**config.mk**
```make
export PLATFORM = sky130hd
export DESIGN_NAME = ccr_unit
export DESIGN_NICKNAME = d
export VERILOG_FILES = /design/src/rtl/ccr_pkg.sv /design/src/rtl/ccr_carry_ovf.sv /design/src/rtl/ccr_zn.sv /design/src/rtl/ccr_unit.sv
export SDC_FILE = /design/constraint.sdc
export NUM_CORES = 1
export LEC_CHECK = 0
export ABC_AREA = 1
export CAP_MARGIN = 20
export CELL_PAD_IN_SITES_DETAIL_PLACEMENT = 0
export CELL_PAD_IN_SITES_GLOBAL_PLACEMENT = 1
export CORE_MARGIN = 5
export CORE_UTILIZATION = 10
export CTS_CLUSTER_DIAMETER = 50
export DETAILED_ROUTE_END_ITERATION = 16
export GPL_TIMING_DRIVEN = 0
export HOLD_SLACK_MARGIN = 0.1
export PLACE_DENSITY = 0.83
export SLEW_MARGIN = 0
export SYNTH_ARGS = -nofsm -noshare
export SYNTH_HDL_FRONTEND = slang
export SYNTH_SLANG_ARGS = --single-unit
export TNS_END_PERCENT = 5
```
**constraint.sdc**
```tcl
create_clock -name clk -period 2.3 [get_ports clk]
set_clock_uncertainty 0.2 [all_clocks]
set_input_delay 0.23 -clock clk [delete_from_list [all_inputs] [get_ports clk]]
set_output_delay 0.23 -clock clk [all_outputs]
set_load 0.03 [all_outputs]
```
**src/rtl/ccr_pkg.sv**
```systemverilog
package ccr_pkg;
  typedef enum logic [2:0] {
    OPC_ADD = 3'd0,
    OPC_SUB = 3'd1,
    OPC_SHL = 3'd2,
    OPC_SHR = 3'd3,
    OPC_ROL = 3'd4,
    OPC_ROR = 3'd5,
    OPC_FP  = 3'd6,
    OPC_AGU = 3'd7
  } opc_e;

  localparam int CCR_W    = 8;
  localparam int FPS_W    = 4;
  localparam int BIT_C    = 0;
  localparam int BIT_V    = 1;
  localparam int BIT_Z    = 2;
  localparam int BIT_N    = 3;
  localparam int FPS_LO   = 4;
endpackage

```
**src/rtl/ccr_carry_ovf.sv**
```systemverilog
module ccr_carry_ovf
  import ccr_pkg::*;
#(
  parameter int W = 32
) (
  input  opc_e         op,
  input  logic [W-1:0] a,
  input  logic [W-1:0] b,
  input  logic [W-1:0] res,
  input  logic         cout,
  input  logic         fp_fixed,
  input  logic         fp_fix_ovf,
  output logic         c_new,
  output logic         c_wr,
  output logic         v_new,
  output logic         v_wr
);
  localparam int MSB = W - 1;

  function automatic logic add_ovf(input logic [W-1:0] x, input logic [W-1:0] y,
                                   input logic [W-1:0] r);
    return (x[MSB] == y[MSB]) && (r[MSB] != x[MSB]);
  endfunction

  function automatic logic sub_ovf(input logic [W-1:0] x, input logic [W-1:0] y,
                                   input logic [W-1:0] r);
    return (x[MSB] != y[MSB]) && (r[MSB] != x[MSB]);
  endfunction

  function automatic logic moved_out(input opc_e o, input logic [W-1:0] x);
    return (o == OPC_SHL || o == OPC_ROL) ? x[MSB] : x[0];
  endfunction

  always_comb begin
    c_new = 1'b0;
    c_wr  = 1'b1;
    v_new = 1'b0;
    v_wr  = 1'b1;
    unique case (op)
      OPC_ADD, OPC_AGU: begin
        c_new = cout;
        v_new = add_ovf(a, b, res);
      end
      OPC_SUB: begin
        c_new = cout;
        v_new = sub_ovf(a, b, res);
      end
      OPC_SHL, OPC_SHR, OPC_ROL, OPC_ROR: begin
        c_new = moved_out(op, a);
        v_new = 1'b0;
      end
      OPC_FP: begin
        c_wr  = 1'b0;
        v_wr  = fp_fixed;
        v_new = fp_fix_ovf;
      end
      default: begin
        c_wr = 1'b0;
        v_wr = 1'b0;
      end
    endcase
  end
endmodule

```
**src/rtl/ccr_zn.sv**
```systemverilog
module ccr_zn #(
  parameter int W = 32
) (
  input  logic [W-1:0] res,
  output logic         z,
  output logic         n
);
  function automatic logic all_zero(input logic [W-1:0] r);
    return ~|r;
  endfunction

  assign z = all_zero(res);
  assign n = res[W-1];
endmodule

```
**src/rtl/ccr_unit.sv**
```systemverilog
module ccr_unit
  import ccr_pkg::*;
#(
  parameter int W = 32
) (
  input  logic             clk,
  input  logic             rst_n,
  input  logic             op_valid,
  input  logic             bus_xfer,
  input  logic [2:0]       op_class,
  input  logic [W-1:0]     opnd_a,
  input  logic [W-1:0]     opnd_b,
  input  logic [W-1:0]     result,
  input  logic             alu_cout,
  input  logic             fp_fixed,
  input  logic             fp_fix_ovf,
  input  logic [FPS_W-1:0] fp_status,
  output logic [CCR_W-1:0] ccr
);
  opc_e             op;
  logic             upd;
  logic             is_fp;
  logic             is_shift;
  logic             c_new, c_wr, v_new, v_wr;
  logic             z_new, n_new;
  logic [CCR_W-1:0] ccr_q, ccr_d;

  assign op       = opc_e'(op_class);
  assign upd      = op_valid && !bus_xfer;
  assign is_fp    = (op == OPC_FP);
  assign is_shift = (op == OPC_SHL) || (op == OPC_SHR) ||
                    (op == OPC_ROL) || (op == OPC_ROR);

  ccr_carry_ovf #(.W(W)) u_cv (
    .op(op), .a(opnd_a), .b(opnd_b), .res(result), .cout(alu_cout),
    .fp_fixed(fp_fixed), .fp_fix_ovf(fp_fix_ovf),
    .c_new(c_new), .c_wr(c_wr), .v_new(v_new), .v_wr(v_wr)
  );

  ccr_zn #(.W(W)) u_zn (.res(result), .z(z_new), .n(n_new));

  always_comb begin
    ccr_d = ccr_q;
    if (upd) begin
      if (c_wr) ccr_d[BIT_C] = c_new;
      if (v_wr) ccr_d[BIT_V] = v_new;
      ccr_d[BIT_Z] = z_new;
      ccr_d[BIT_N] = n_new;
      if (is_fp) ccr_d[CCR_W-1:FPS_LO] = fp_status;
    end
  end

  always_ff @(posedge clk or negedge rst_n) begin
    if (!rst_n) ccr_q <= '0;
    else        ccr_q <= ccr_d;
  end

  assign ccr = ccr_q;

  a_r10_hold_idle: assert property (@(posedge clk) disable iff (!rst_n)
    !op_valid |=> $stable(ccr_q));

  a_r9_bus_quiet: assert property (@(posedge clk) disable iff (!rst_n)
    bus_xfer |=> $stable(ccr_q));

  a_r6_fp_keeps_carry: assert property (@(posedge clk) disable iff (!rst_n)
    (upd && is_fp) |=> ccr_q[BIT_C] == $past(ccr_q[BIT_C]));

  a_r7_fp_keeps_ovf: assert property (@(posedge clk) disable iff (!rst_n)
    (upd && is_fp && !fp_fixed) |=> ccr_q[BIT_V] == $past(ccr_q[BIT_V]));

  a_r4_shift_clears_v: assert property (@(posedge clk) disable iff (!rst_n)
    (upd && is_shift) |=> !ccr_q[BIT_V]);

  a_r5_zero_flag: assert property (@(posedge clk) disable iff (!rst_n)
    upd |=> ccr_q[BIT_Z] == ($past(result) == '0));

  a_r11_int_keeps_fp: assert property (@(posedge clk) disable iff (!rst_n)
    (upd && !is_fp) |=> $stable(ccr_q[CCR_W-1:FPS_LO]));

  a_r2_add_carry: assert property (@(posedge clk) disable iff (!rst_n)
    (upd && (op == OPC_ADD || op == OPC_SUB)) |=> ccr_q[BIT_C] == $past(alu_cout));
endmodule

```
==> results_dict.tcl, run 1 <==
set metrics [dict create \
    cts_tree "built" \
    cp_num_buf_inv 1 \
    power_leakage_nw 0.542 \
    vdd_drop_max_mv 0.152 \
    routabilityCongestion 0.696 \
    htree_levels 1 \
    critical_path_arrival_ps 1250 \
    layout.cells.most_common "clkdlybuf4s50_1" \
    largest_reg_flops 8 \
    startpoint_type "flip-flop" \
    synth_seq_cells 8 \
    clkPwrFrac 0.287 \
    hold_buffers 0 \
    cts.sinks 8 \
    final_area_um2 1260 \
    pin_count 118 \
    max_cap_viol_count 0 \
    final.period_utilization 0.731 \
    dr.pass1.iters 4 \
    drc 0 \
    rsz0062_at_grt "no" \
    worstPathRequired_ps 1870 \
    end_kind "output port" \
    fmax_mhz 595 \
    cts_setup_buffers 0 \
    intPower_mw 0.408 \
    ctsResizeCount 0 \
    ant_nets 0 \
    pwr-share-comb 0.408 \
    grt_usage 0.0560 \
    cts_max_path_buffers 2 \
    worst_hold_path_type "in2async" \
    wl_per_cell_um 9.12 \
    row_count 27 \
    fp.dieH_um 85.2 \
    dp_hpwl_mm 1.85 \
    synthTopCellsByArea "dfrtp_1, nand2_1, nor2_1" \
    critPathMaxStageDelay_ps 690 \
    cpLargestDelayFamily "buffers and inverters" \
    path_max_fanout 2 \
    setup_tns_ps 0 \
    vias_per_cell 3.40 \
    cts_made_buffers 3 \
    setup_slack_ps 618 \
    drive_gt1_frac 0.0261 \
    dp_cells 222 \
    fillers 617 \
    root_buffer "clkbuf_8" \
    grt_pass1_vias 766 \
    ys_warn_count 0 \
    grt_pass1_wl_mm 3.37 \
    multi_input_area_um2 324 \
    crit_chain "clkdlybuf4s50_1" \
    powerDensity_nw_per_um2 456 \
    synth_top_area_frac 0.354 \
    p_seq_frac 0.305 \
    die_w_um 85.2 \
    whs_ps 90.7 \
    yosysTopAreaCell "dfrtp_1" \
    area_delta_synth_final_pct 122 \
    insertion_delay_ps 220 \
    clkTransAtPathRegs_ps 40 \
    netlist_area_um2 566 \
    detailedPlace.worstSlack_ps 476 \
    final_net_count 265 \
    grt_overflow 0 \
    drt_iter0_markers 16 \
    final_hold_viol_count 0 \
    wirelength_mm 2.05 \
    final_cell_mix "clkdlybuf4s50_1, nand2_1, nor2_1, inv_1, dfrtp_1" \
    p_sw_mw 0.166 \
    initial_core_util 0.103 \
    ys_seq_area_frac 0.354 \
    maxSlewHeadroom 0.750 \
    portBuffers 56 \
    sw_frac_of_total 0.290 \
    slew_viol_final 0 \
    yosysUniqueCellTypes 11 \
    syn_area_per_cell_um2 6.02 \
    grt_max_degree 9 \
    fin_util 0.228 \
    placed_cell_area_um2 1220 \
    vias 764 \
    antenna_found_initial 0 \
    regArea_um2 200 \
    slowest_stage "clkdlybuf4s50_1" \
    period_minus_slack_ps 1680 \
    total_power_mw 0.574 \
    core_area_um2 5510 \
    final_cells 225 \
    status "completed" \
    critPathKind "reg2out" \
    worst_pin_slew_ps 374 \
    setup-violations-final 0 \
    insertedDiodeCount 0 \
    syn_inst 94 \
    syn_nets 204 \
    design.die.area_um2 7260 \
]
==> cells by family (layout without fill, tap and decap cells) <==
family | Yosys count | count (layout) | synth area share
AOI/OAI and AO/OA | 10 | 10 | 0.0885
buffers and inverters | 11 | 70 | 0.0730
DFF | 8 | 8 | 0.354
and+or+nand+nor | 64 | 64 | 0.469
xor gates and xnor gates | 1 | 1 | 0.0155
==> layer usage <==
metal	up-vias	share of wire	routed length, µm	GRT usage
met5	-	0	0	0
met4	0	0	0	0.0129
met3	0	0.082	169	0.0155
met2	27	0.54	1100	0.111
met1	322	0.38	778	0.0572
li1	415	-	-	-
==> cell usage after synthesis <==
| master | number |
|---|---|
| a21oi_1 | 4 |
| nand3_1 | 4 |
| o21ai_0 | 6 |
| inv_1 | 11 |
| nand4_1 | 4 |
| and2_0 | 1 |
| nand2_1 | 32 |
| xnor2_1 | 1 |
| nor2_1 | 22 |
| nor2_4 | 1 |
| dfrtp_1 | 8 |
==> layout make-up <==
class,instances,share of cell area
Inverter,11,0.0328
Multi-Input combinational cell,75,0.258
Timing Repair Buffer,56,0.446
Tap cell,72,0.0716
Sequential cell,8,0.159
Clock buffer,3,0.0328
==> worst paths after layout <==
check,depth (start not counted),end,slack [ps],start
worst max-delay path,1,ccr[3],620,ccr[3]
worst min-delay path,1,ccr[5],90,rst_n
worst max register to register,2,ccr[0],1420,ccr[0]
worst min register to register,2,ccr[3],270,ccr[3]
max in group asynchronous,1,ccr[6],1540,rst_n
min in group clk,2,ccr[3],270,ccr[3]
==> power groups by stage <==
| stage | registers, mW | clock network (mW) | logic (mW) |
|---|---|---|---|
| 2_1_floorplan | 0.223 | 0 | 0.0462 |
| 3_3_place_gp | 0.177 | 0 | 0.235 |
| 3_5_place_dp | 0.178 | 0 | 0.237 |
| 4_1_cts | 0.176 | 0.177 | 0.238 |
| 5_1_grt | 0.179 | 0.188 | 0.252 |
| 6_report | 0.175 | 0.165 | 0.234 |
Note: power is estimated with default switching activity, not from simulation.
==> run 2: changes to the inputs <==
==> constraint.sdc (replaced) <==
create_clock -name clk -period 1.62 [get_ports clk]
set_clock_uncertainty 0.2 [all_clocks]
set_input_delay 0.162 -clock clk [delete_from_list [all_inputs] [get_ports clk]]
set_output_delay 0.162 -clock clk [all_outputs]
set_load 0.03 [all_outputs]
==> run 2 against run 1 <==
Design area is 1.6% higher. Setup slack worse by 580 ps. Via count is 0.79% higher. Critical path type unchanged.
==> results_dict.tcl, run 2 (synthesis gave the netlist of run 1 again) <==
set metrics [dict create \
    powerDensity_nw_per_um2 636 \
    met3_usage 0.0155 \
    insertedDiodeCount 0 \
    worst_hold_path_type "reg2reg" \
    drt_iter0_markers 7 \
    cts_setup_buffers 0 \
    critPathMaxStageDelay_ps 670 \
    dr.pass1.iters 4 \
    critical_path_arrival_ps 1220 \
    cts_max_path_buffers 2 \
    setup_slack_ps 39.5 \
    slew_viol_final 0 \
    worstPathRequired_ps 1260 \
    final_cell_mix "clkdlybuf4s50_1, nand2_1, nor2_1, inv_1, dfrtp_1" \
    core_area_um2 5510 \
    final_hold_viol_count 0 \
    setup-violations-final 0 \
    dp_hpwl_mm 1.85 \
    ant_nets 0 \
    largest_reg_flops 8 \
    vias 770 \
    drc 0 \
    crit_chain "clkdlybuf4s50_1" \
    grtUsageMet2 0.111 \
    grt_max_degree 9 \
    rsz0062_at_grt "yes" \
    routabilityCongestion 0.696 \
    layout.cells.most_common "clkdlybuf4s50_1" \
    whs_ps 272 \
    met1_usage 0.0572 \
    maxSlewHeadroom 0.753 \
    slowest_stage "clkdlybuf4s50_1" \
    clkTransAtPathRegs_ps 40 \
    pin_count 118 \
    area_delta_synth_final_pct 126 \
    worst_pin_slew_ps 370 \
    grt_overflow 0 \
    drive_gt1_frac 0.0260 \
    end_kind "output port" \
    fp.dieH_um 85.2 \
    final_net_count 266 \
    cts.sinks 8 \
    vias_per_cell 3.41 \
    status "completed" \
    grt_pass1_wl_mm 3.37 \
    cts_made_buffers 3 \
    htree_levels 1 \
    root_buffer "clkbuf_8" \
    insertion_delay_ps 220 \
    antenna_found_initial 0 \
    row_count 27 \
    cts_tree "built" \
    period_minus_slack_ps 1580 \
    detailedPlace.worstSlack_ps -136 \
    wl_per_cell_um 9.23 \
    design.die.area_um2 7260 \
    vdd_drop_max_mv 0.214 \
    die_w_um 85.2 \
    initial_core_util 0.103 \
    grt_pass1_vias 770 \
    max_cap_viol_count 0 \
    power_leakage_nw 0.611 \
    fmax_mhz 633 \
    critPathKind "reg2out" \
    portBuffers 56 \
    final.period_utilization 0.976 \
    path_max_fanout 2 \
    gr-max-usage-layer "met2" \
    grt_usage 0.0560 \
    wirelength_mm 2.09 \
    cp_num_buf_inv 1 \
    startpoint_type "flip-flop" \
    cpLargestDelayFamily "buffers and inverters" \
]
-- run 2: path summary, 6_finish.rpt --
| check | from | endpoint | slack (ps) | cells after the start |
|---|---|---|---|---|
| setup / recovery | ccr[6] | ccr[6] | 40 | 1 |
| hold / removal | ccr[3] | ccr[3] | 270 | 2 |
| setup reg to reg | ccr[0] | ccr[0] | 750 | 2 |
| hold reg to reg | ccr[3] | ccr[3] | 270 | 2 |
| max in group asynchronous | rst_n | ccr[6] | 390 | 2 |
| min in group asynchronous | rst_n | ccr[5] | 560 | 2 |
-- run 2: through the flow --
step           area, µm²  power (mW)  utilization  std cells  setup TNS [ps]
6_report            1280       0.812        0.232        226               0
5_1_grt             1280       0.874        0.232        226           -34.9
4_1_cts             1260       0.837        0.230        226               0
3_5_place_dp        1220       0.588        0.221        222            -510
3_3_place_gp        1220       0.585        0.221        222            -554
2_1_floorplan        566       0.382            -         94               0
-- run 2: area by class of cell --
cell class	count	area, µm²
multi-input cells	75	324
clock buffers	3	41.3
repair buffers	57	581
fillers	614	4230
well taps	72	90.1
flip-flops and latches	8	200
inverters	11	41.3
-- run 2: what timing repair did --
item,4_1_cts,5_1_grt
endpoints found under the hold margin,8,0
setup endpoints to repair,2,6
resized for setup,2,5
hold buffers,1,0
-- run 2: metal layers --
metal | up-vias | wire, µm
met3 | 0 | 164
li1 | 417 | -
met4 | 0 | 0
met5 | - | 0
met1 | 326 | 794
met2 | 27 | 1130
-- run 2: where the power goes --
group	internal, mW	total (mW)	switching (mW)
combinational	0.181	0.329	0.148
sequential	0.233	0.248	0.0153
clock	0.161	0.235	0.0746
-- run 2: worst min-delay path: stages, from the launching register on --
cell and delay, ps:
dfrtp_1 340, nand2_1 50, nand2_1 50
==> run 3: changes to the inputs <==
--- a/config.mk
+++ b/config.mk
@@ -16,7 +16,6 @@
 export GPL_TIMING_DRIVEN = 0
 export HOLD_SLACK_MARGIN = 0.1
 export PLACE_DENSITY = 0.83
-export SLEW_MARGIN = 0
 export SYNTH_ARGS = -nofsm -noshare
 export SYNTH_HDL_FRONTEND = slang
 export SYNTH_SLANG_ARGS = --single-unit
==> results of run 3 <==
Final layout, timing and power as in run 2 (identical DEF).
